[src/rtl/pi_step_ctrl.sv]
module pi_step_ctrl #(
  parameter int W     = 16,
  parameter int P_SHL = 4,
  parameter int I_SHR = 2
) (
  input  logic                clk,
  input  logic                rst,
  input  logic                start,
  input  logic signed [W-1:0] meas,
  input  logic signed [W-1:0] ref_v,
  input  logic signed [W-1:0] kp,
  input  logic signed [W-1:0] ki,
  output logic                done,
  output logic signed [W-1:0] y
);
  localparam int XW = 2*W + 2;
  localparam logic signed [XW-1:0] HI = XW'((64'sd1 <<< (W-1)) - 64'sd1);
  localparam logic signed [XW-1:0] LO = -XW'(64'sd1 <<< (W-1));

  typedef enum logic [1:0] {S_IDLE, S_PROP, S_INTEG, S_SUM} state_t;
  state_t state;

  logic signed [W-1:0]   err_r, kp_r, ki_r, p_r, integ_r;
  logic signed [W-1:0]   mul_a, mul_b;
  logic signed [2*W-1:0] prod;
  logic signed [XW-1:0]  frac;

  function automatic logic signed [W-1:0] clamp(input logic signed [XW-1:0] v);
    if (v > HI)      return HI[W-1:0];
    else if (v < LO) return LO[W-1:0];
    else             return v[W-1:0];
  endfunction

  assign mul_a = (state == S_PROP) ? err_r : (err_r >>> I_SHR);
  assign mul_b = (state == S_PROP) ? kp_r  : ki_r;
  assign prod  = mul_a * mul_b;
  assign frac  = XW'(prod) >>> (W-1);

  always_ff @(posedge clk) begin
    if (rst) begin
      state   <= S_IDLE;
      err_r   <= '0;
      kp_r    <= '0;
      ki_r    <= '0;
      p_r     <= '0;
      integ_r <= '0;
      y       <= '0;
      done    <= 1'b0;
    end else begin
      done <= 1'b0;
      case (state)
        S_IDLE: if (start) begin
          err_r <= clamp(XW'(meas) - XW'(ref_v));
          kp_r  <= kp;
          ki_r  <= ki;
          state <= S_PROP;
        end
        S_PROP: begin
          p_r   <= clamp(XW'(clamp(frac)) <<< P_SHL);
          state <= S_INTEG;
        end
        S_INTEG: begin
          integ_r <= clamp(XW'(integ_r) + frac);
          state   <= S_SUM;
        end
        default: begin
          y     <= clamp(XW'(p_r) + XW'(integ_r));
          done  <= 1'b1;
          state <= S_IDLE;
        end
      endcase
    end
  end

  a_r5_done_single: assert property (@(posedge clk) disable iff (rst)
    done |=> !done);
  a_r5_latency: assert property (@(posedge clk) disable iff (rst)
    done |-> $past(start, 4));
  a_r7_y_holds: assert property (@(posedge clk) disable iff (rst)
    !$stable(y) |-> done);
  a_r6_no_restart: assert property (@(posedge clk) disable iff (rst)
    (state != S_IDLE) |=> (state != S_PROP));
  a_r3_state_frozen: assert property (@(posedge clk) disable iff (rst)
    (state == S_IDLE) |=> $stable(integ_r));
endmodule

[config.mk]
export PLATFORM = sky130hd
export DESIGN_NAME = pi_step_ctrl
export DESIGN_NICKNAME = d
export VERILOG_FILES = /design/src/rtl/pi_step_ctrl.sv
export SDC_FILE = /design/constraint.sdc
export NUM_CORES = 1
export LEC_CHECK = 0
export BUFFER_PORTS_ARGS = -buffer_cell sky130_fd_sc_hd__clkbuf_2
export CAP_MARGIN = 40
export CORE_MARGIN = 2
export CORE_UTILIZATION = 40
export DETAILED_ROUTE_END_ITERATION = 10
export PLACE_DENSITY_LB_ADDON = 0.12
export SYNTH_ARGS = -nofsm -noshare
export SYNTH_HDL_FRONTEND = slang
export SYNTH_SLANG_ARGS = --single-unit
[constraint.sdc]
create_clock -name clk -period 8.9 [get_ports clk]
set_clock_uncertainty 0.15 [all_clocks]
set_input_delay 1.335 -clock clk [delete_from_list [all_inputs] [get_ports clk]]
set_output_delay 1.335 -clock clk [all_outputs]
set_load 0.05 [all_outputs]
== Word level (Yosys, flattened, before mapping) ==
Index checks and enable logic that the tools add are counted.
W data, S select, Z words.

* Bits in registers: 99
* Output and inout port bits: 17
* Word-level logic and storage cells: 45

* Add/subtract/negate cells: 3
* Multipliers: 1
* Order comparisons: 10
* Eq/ne operators: 3
* Mux-type cells: 17
* Reductions and logical operators: 3

{| class="wikitable"
|+ Operators with widths
! kind !! number
|-
| $mux W16 || 13
|-
| $gt A17 B16 Y1 const B || 3
|-
| $lt A17 B16 Y1 const B || 3
|-
| $mul A16 B16 Y32 || 1
|-
| $gt A20 B16 Y1 const B || 1
|-
| $lt A20 B16 Y1 const B || 1
|-
| $add A16 B17 Y18 || 1
|-
| $gt A18 B16 Y1 const B || 1
|-
| $lt A18 B16 Y1 const B || 1
|-
| $add A16 B16 Y17 || 1
|-
| $sub A16 B16 Y17 || 1
|-
| $mux W15 || 1
|-
| $pmux W2 S3 || 1
|-
| $reduce_or A3 Y1 || 1
|-
| $eq A2 B1 Y1 const B || 1
|-
| $eq A2 B2 Y1 const B || 1
|-
| $logic_not A2 Y1 || 1
|-
| $mux W2 || 1
|-
| $ne A2 B2 Y1 const B || 1
|-
| $reduce_and A2 Y1 || 1
|-
| $mux W1 || 1
|}

== Logic depth before layout (Yosys ltp) ==
* Depth in word-level cells: 11
* Mapped depth: 41

== Least setup slack after synthesis ==
OpenSTA, ideal clock, no wires.

* Kind: reg-to-reg
* From: register state[1]
* To: register integ_r[10]
* Setup time: 138 ps
* Arrival: 9102 ps
* Data required time: 8612 ps
* Slack: -490 ps
* Cell stages (with the launch flop): 38
* Path through: dfxtp_1 > inv_1 > ha_1 > buf_4 > clkbuf_1 > clkbuf_1 > mux2i_1 > nor2_1 > fa_1 > inv_1 > fa_1 > fa_1 > inv_1 > fa_1 > fa_1 > inv_1 > fa_1 > inv_1 > (+2 left out) > a21oi_1 > nor3b_1 > o21ai_2 > a311oi_4 > inv_1 > a21oi_1 > xnor2_1 > ha_1 > a21oi_1 > inv_1 > o21ai_0 > a211oi_1 > o211ai_1 > nand3b_1 > o21a_1 > nor2b_1 > clkbuf_1 > a211oi_1

* Longest elaborated chain between the ends: 7
* Elaborated cells on any way between the ends: 10
* Those cells by class: add/sub (1); mul (1); order compare (2); eq/ne (2); mux (4)

{| class="wikitable"
|+ Ends and longest elaborated chain
! element !! RTL line !! source
|-
| start: declaration || 21 || <nowiki>state_t state;</nowiki>
|-
| start signal: assignment || 41 || <nowiki>state <= S_IDLE;</nowiki>
|-
| start signal: assignment || 56 || <nowiki>state <= S_PROP;</nowiki>
|-
| start signal: assignment || 60 || <nowiki>state <= S_INTEG;</nowiki>
|-
| $eq A2 B1 Y1 || 34, 35 ||
|-
| $mux W15 or $mux W16 (tied branches) || 34, 35 ||
|-
| $mul A16 B16 Y32 || 36 || <nowiki>assign prod = mul_a * mul_b;</nowiki>
|-
| $add A16 B17 Y18 || 63 || <nowiki>integ_r <= clamp(XW'(integ_r) + frac);</nowiki>
|-
| $lt A18 B16 Y1 || 30 || <nowiki>else if (v < LO) return LO[W-1:0];</nowiki>
|-
| $mux W16 || 30 ||
|-
| $mux W16 || 29 || <nowiki>if (v > HI) return HI[W-1:0];</nowiki>
|-
| end signal: assignment || 63 ||
|-
| end: declaration || 23 || <nowiki>logic signed [W-1:0] err_r, kp_r, ki_r, p_r, integ_r;</nowiki>
|}

Parallel ways exist; a longest one is shown, timed or not.
A chain may end at the register's enable or synchronous reset.

== Worst setup path in the final report ==
* From: register state[1]
* To: register integ_r[0]

Same word-level chain as after synthesis.

==> impl_metrics.py <==
metrics = {
    "worst_setup_path": {
        "critPathRequiredTime_ns": 8.96,
        "cp-start-kind": "flip-flop",
        "critPathMaxStageDelay_ns": 0.55,
        "critical_path.max_fanout": 14,
        "cp.arrival_ns": 8.90,
        "cp_slowest_cell": "or4_4",
        "crit_top_cell": "fa_1",
        "critical_path_class": "reg -> reg",
        "end_kind": "flip-flop",
    },
    "route": {
        "wire_per_inst_um": 17.2,
        "drc": 0,
        "vias_per_cell": 4.94,
        "vias": 12800,
        "dr.pass1.iters": 5,
        "drtIter0Drc": 686,
        "wl_mm": 44.6,
        "ant_nets": 0,
    },
    "timing": {
        "relSlewSlack": 0.415,
        "drv_slew": 0,
        "setup_viol": 0,
        "layout_min_cycle_time_ns": 8.83,
        "tns_ns": 0,
        "rsz0062_at_grt": "yes",
        "finalHoldViolations": 0,
        "worstMarginPinSlew_ns": 0.874,
        "max_freq_mhz": 113,
        "fin_crit_sh": 0.993,
        "layout_setup_ws_ns": 0.0651,
    },
    "cts": {
        "numCtsBuffers": 9,
        "worstSkewPairLatency_ns": 0.36,
        "clockBufferDepth": 2,
        "holdBufCountCts": 0,
        "cts_tree": "built",
        "clkTransAtPathRegs_ns": 0.07,
        "cts_root_buffer": "clkbuf_16",
        "htreeDepth": 3,
        "clock-sinks": 96,
    },
    "yosys": {
        "synth-warning-count": 0,
        "ys_top_cells_by_area": "fa_1 34%, dfxtp_1 12%, ha_1 11%, inv_1 8.4%, nand2_1 5.4%",
        "async_reset_ff_frac": 0,
        "yosysUniqueCellTypes": 65,
        "synth-simple-area-share": 0.140,
        "yosys.area.top_type": "fa_1",
        "synth_compound_area_frac": 0.101,
        "synthAdderAreaFrac": 0.462,
        "synth_top_family_by_area": "adder cells",
        "syn_nets": 2272,
        "muxShareOfSynthArea": 0.0374,
        "netlist.area_leader.share": 0.337,
        "synth-seq-cells": 96,
        "synth.cell_area_um2": 15700,
        "netlist_instances": 1808,
        "synth_edf_count": 0,
        "synthFlopType": "dfxtp_1",
        "syn_avg_cell_area_um2": 8.67,
        "seq_area_frac_synth": 0.123,
        "synth_xor_area_frac": 0.0373,
    },
    "die": {
        "die-height_um": 202,
        "pin_count": 84,
        "core-area_um2": 38600,
        "die-area_um2": 40800,
        "start_util": 0.406,
        "num_rows": 72,
        "die_w_um": 202,
    },
    "run_status": {
        "status": "complete, no violations",
    },
    "finish": {
        "antenna_cells": 0,
        "drive_above_1_share": 0.222,
        "layout_commonest_cell": "inv_1",
        "area_growth_pct": 23.2,
        "fin_nets": 2537,
        "stdcell_count": 2596,
        "multiInputGateArea_um2": 12800,
        "most-common-layout-cells": "338 x inv_1, 254 x fa_1, 227 x nand2_1, 205 x buf_4, 189 x nor2_1",
        "regArea_um2": 1920,
        "utilization": 0.500,
        "nFillCells": 3711,
    },
    "placement": {
        "io_buffer_count": 83,
        "place_congestion": 0.963,
        "hpwl_mm": 37.5,
        "dp_cells": 2550,
        "post-place-ws_ns": -0.247,
    },
    "global_routing": {
        "track_usage": 0.225,
        "grt-ovfl-total": 0,
        "grt_pass1_wl_mm": 72.0,
        "grt_pass1_vias": 13400,
        "antenna_found_initial": 0,
        "grt_max_degree": 60,
    },
    "power_and_ir_drop": {
        "p_leak_uw": 0.00937,
        "finalPower_uw": 4590,
        "vdd_drop_max_mv": 0.464,
        "p_per_area_nw_per_um2": 237,
    },
    "job": {
        "max_cap_violations": 0,
    },
    "min_path": {
        "hold_path.class": "reg -> reg",
    },
}
power breakdown:
part           switching (µW)  total (µW)  leakage, µW  internal, µW
Clock                     190         416     0.000150           226
Sequential               76.5         574     0.000787           498
Combinational            1940        3600      0.00844          1660
Total                    2200        4590      0.00937          2380
what timing repair did:
| action | CTS | global route |
|---|---|---|
| endpoints found under the setup margin | 15 | 16 |
| pin swaps | 5 | 46 |
| gates resized for setup | 20 | 126 |
| gates cloned | 0 | 4 |
| buffers inserted | 1 | 25 |
sequential cells by signal, summed over array words and instances (netlist names):
name,count
done,1
err_r,16
integ_r,16
ki_r,16
kp_r,16
p_r,13
state,2
y,16
worst max-delay path: cells and delay by family, from the launching register on:
kind | cells | cell delay (ns)
adder cells (fa/ha/maj) | 9 | 3.78
buffers and inverters | 11 | 1.09
XOR/XNOR | 1 | 0.15
multiplexers | 1 | 0.30
AND/OR/NAND/NOR | 6 | 1.07
AO/OA/AOI/OAI | 10 | 1.79
flip-flops | 1 | 0.34
area by class of cell:
type,count,area share
Timing Repair Buffer,314,0.121
Clock inverter,6,0.00440
Inverter,352,0.0685
Clock buffer,10,0.0118
Multi-Input combinational cell,1300,0.661
Tap cell,518,0.0335
Sequential cell,96,0.0996
synth_stat cells (all sizes together), types with 22 or more instances:
| cell | number |
|---|---|
| a211oi | 45 |
| a21o | 22 |
| a21oi | 82 |
| clkbuf | 48 |
| dfxtp | 96 |
| fa | 264 |
| ha | 133 |
| inv | 352 |
| maj3 | 29 |
| mux2 | 26 |
| mux2i | 29 |
| nand2 | 227 |
| nand2b | 26 |
| nor2 | 197 |
| xnor2 | 44 |
per-stage QoR:
stage,hold WS (ns),cell area [µm²]
CTS,0.309,18600
floorplan,0.283,15700
global route,0.339,19300
global placement,0.295,18100
finish,0.314,19300
detailed placement,0.300,18100
final timing paths:
kind,startpoint,end,slack [ns],depth (start not counted)
worst min register to register,ki_r[8]$_SDFFE_PP0P_,ki_r[8]$_SDFFE_PP0P_,0.31,2
worst max register to register,state[1]$_SDFFE_PP0P_,integ_r[0]$_SDFFE_PP0N_,0.07,38
worst min-delay path,ki_r[8]$_SDFFE_PP0P_,ki_r[8]$_SDFFE_PP0P_,0.31,2
worst max-delay path,state[1]$_SDFFE_PP0P_,integ_r[0]$_SDFFE_PP0N_,0.07,38
cells by family after synthesis:
family | Yosys count
adders and majority gates | 426
and+or+nand+nor | 525
muxes | 55
xor gates and xnor gates | 65
AOI/OAI and AO/OA | 229
DFF | 96
buffers and inverters | 412
per-layer routing:
metal	vias up	GRT usage	part of all wire
met2	235	0.387	0.49
met3	52	0.0282	0.038
met5	-	0	0
li1	6213	-	-
met4	0	0.0541	0.023
met1	6331	0.301	0.45
No activity file was read; power rests on OpenSTA's default activity.
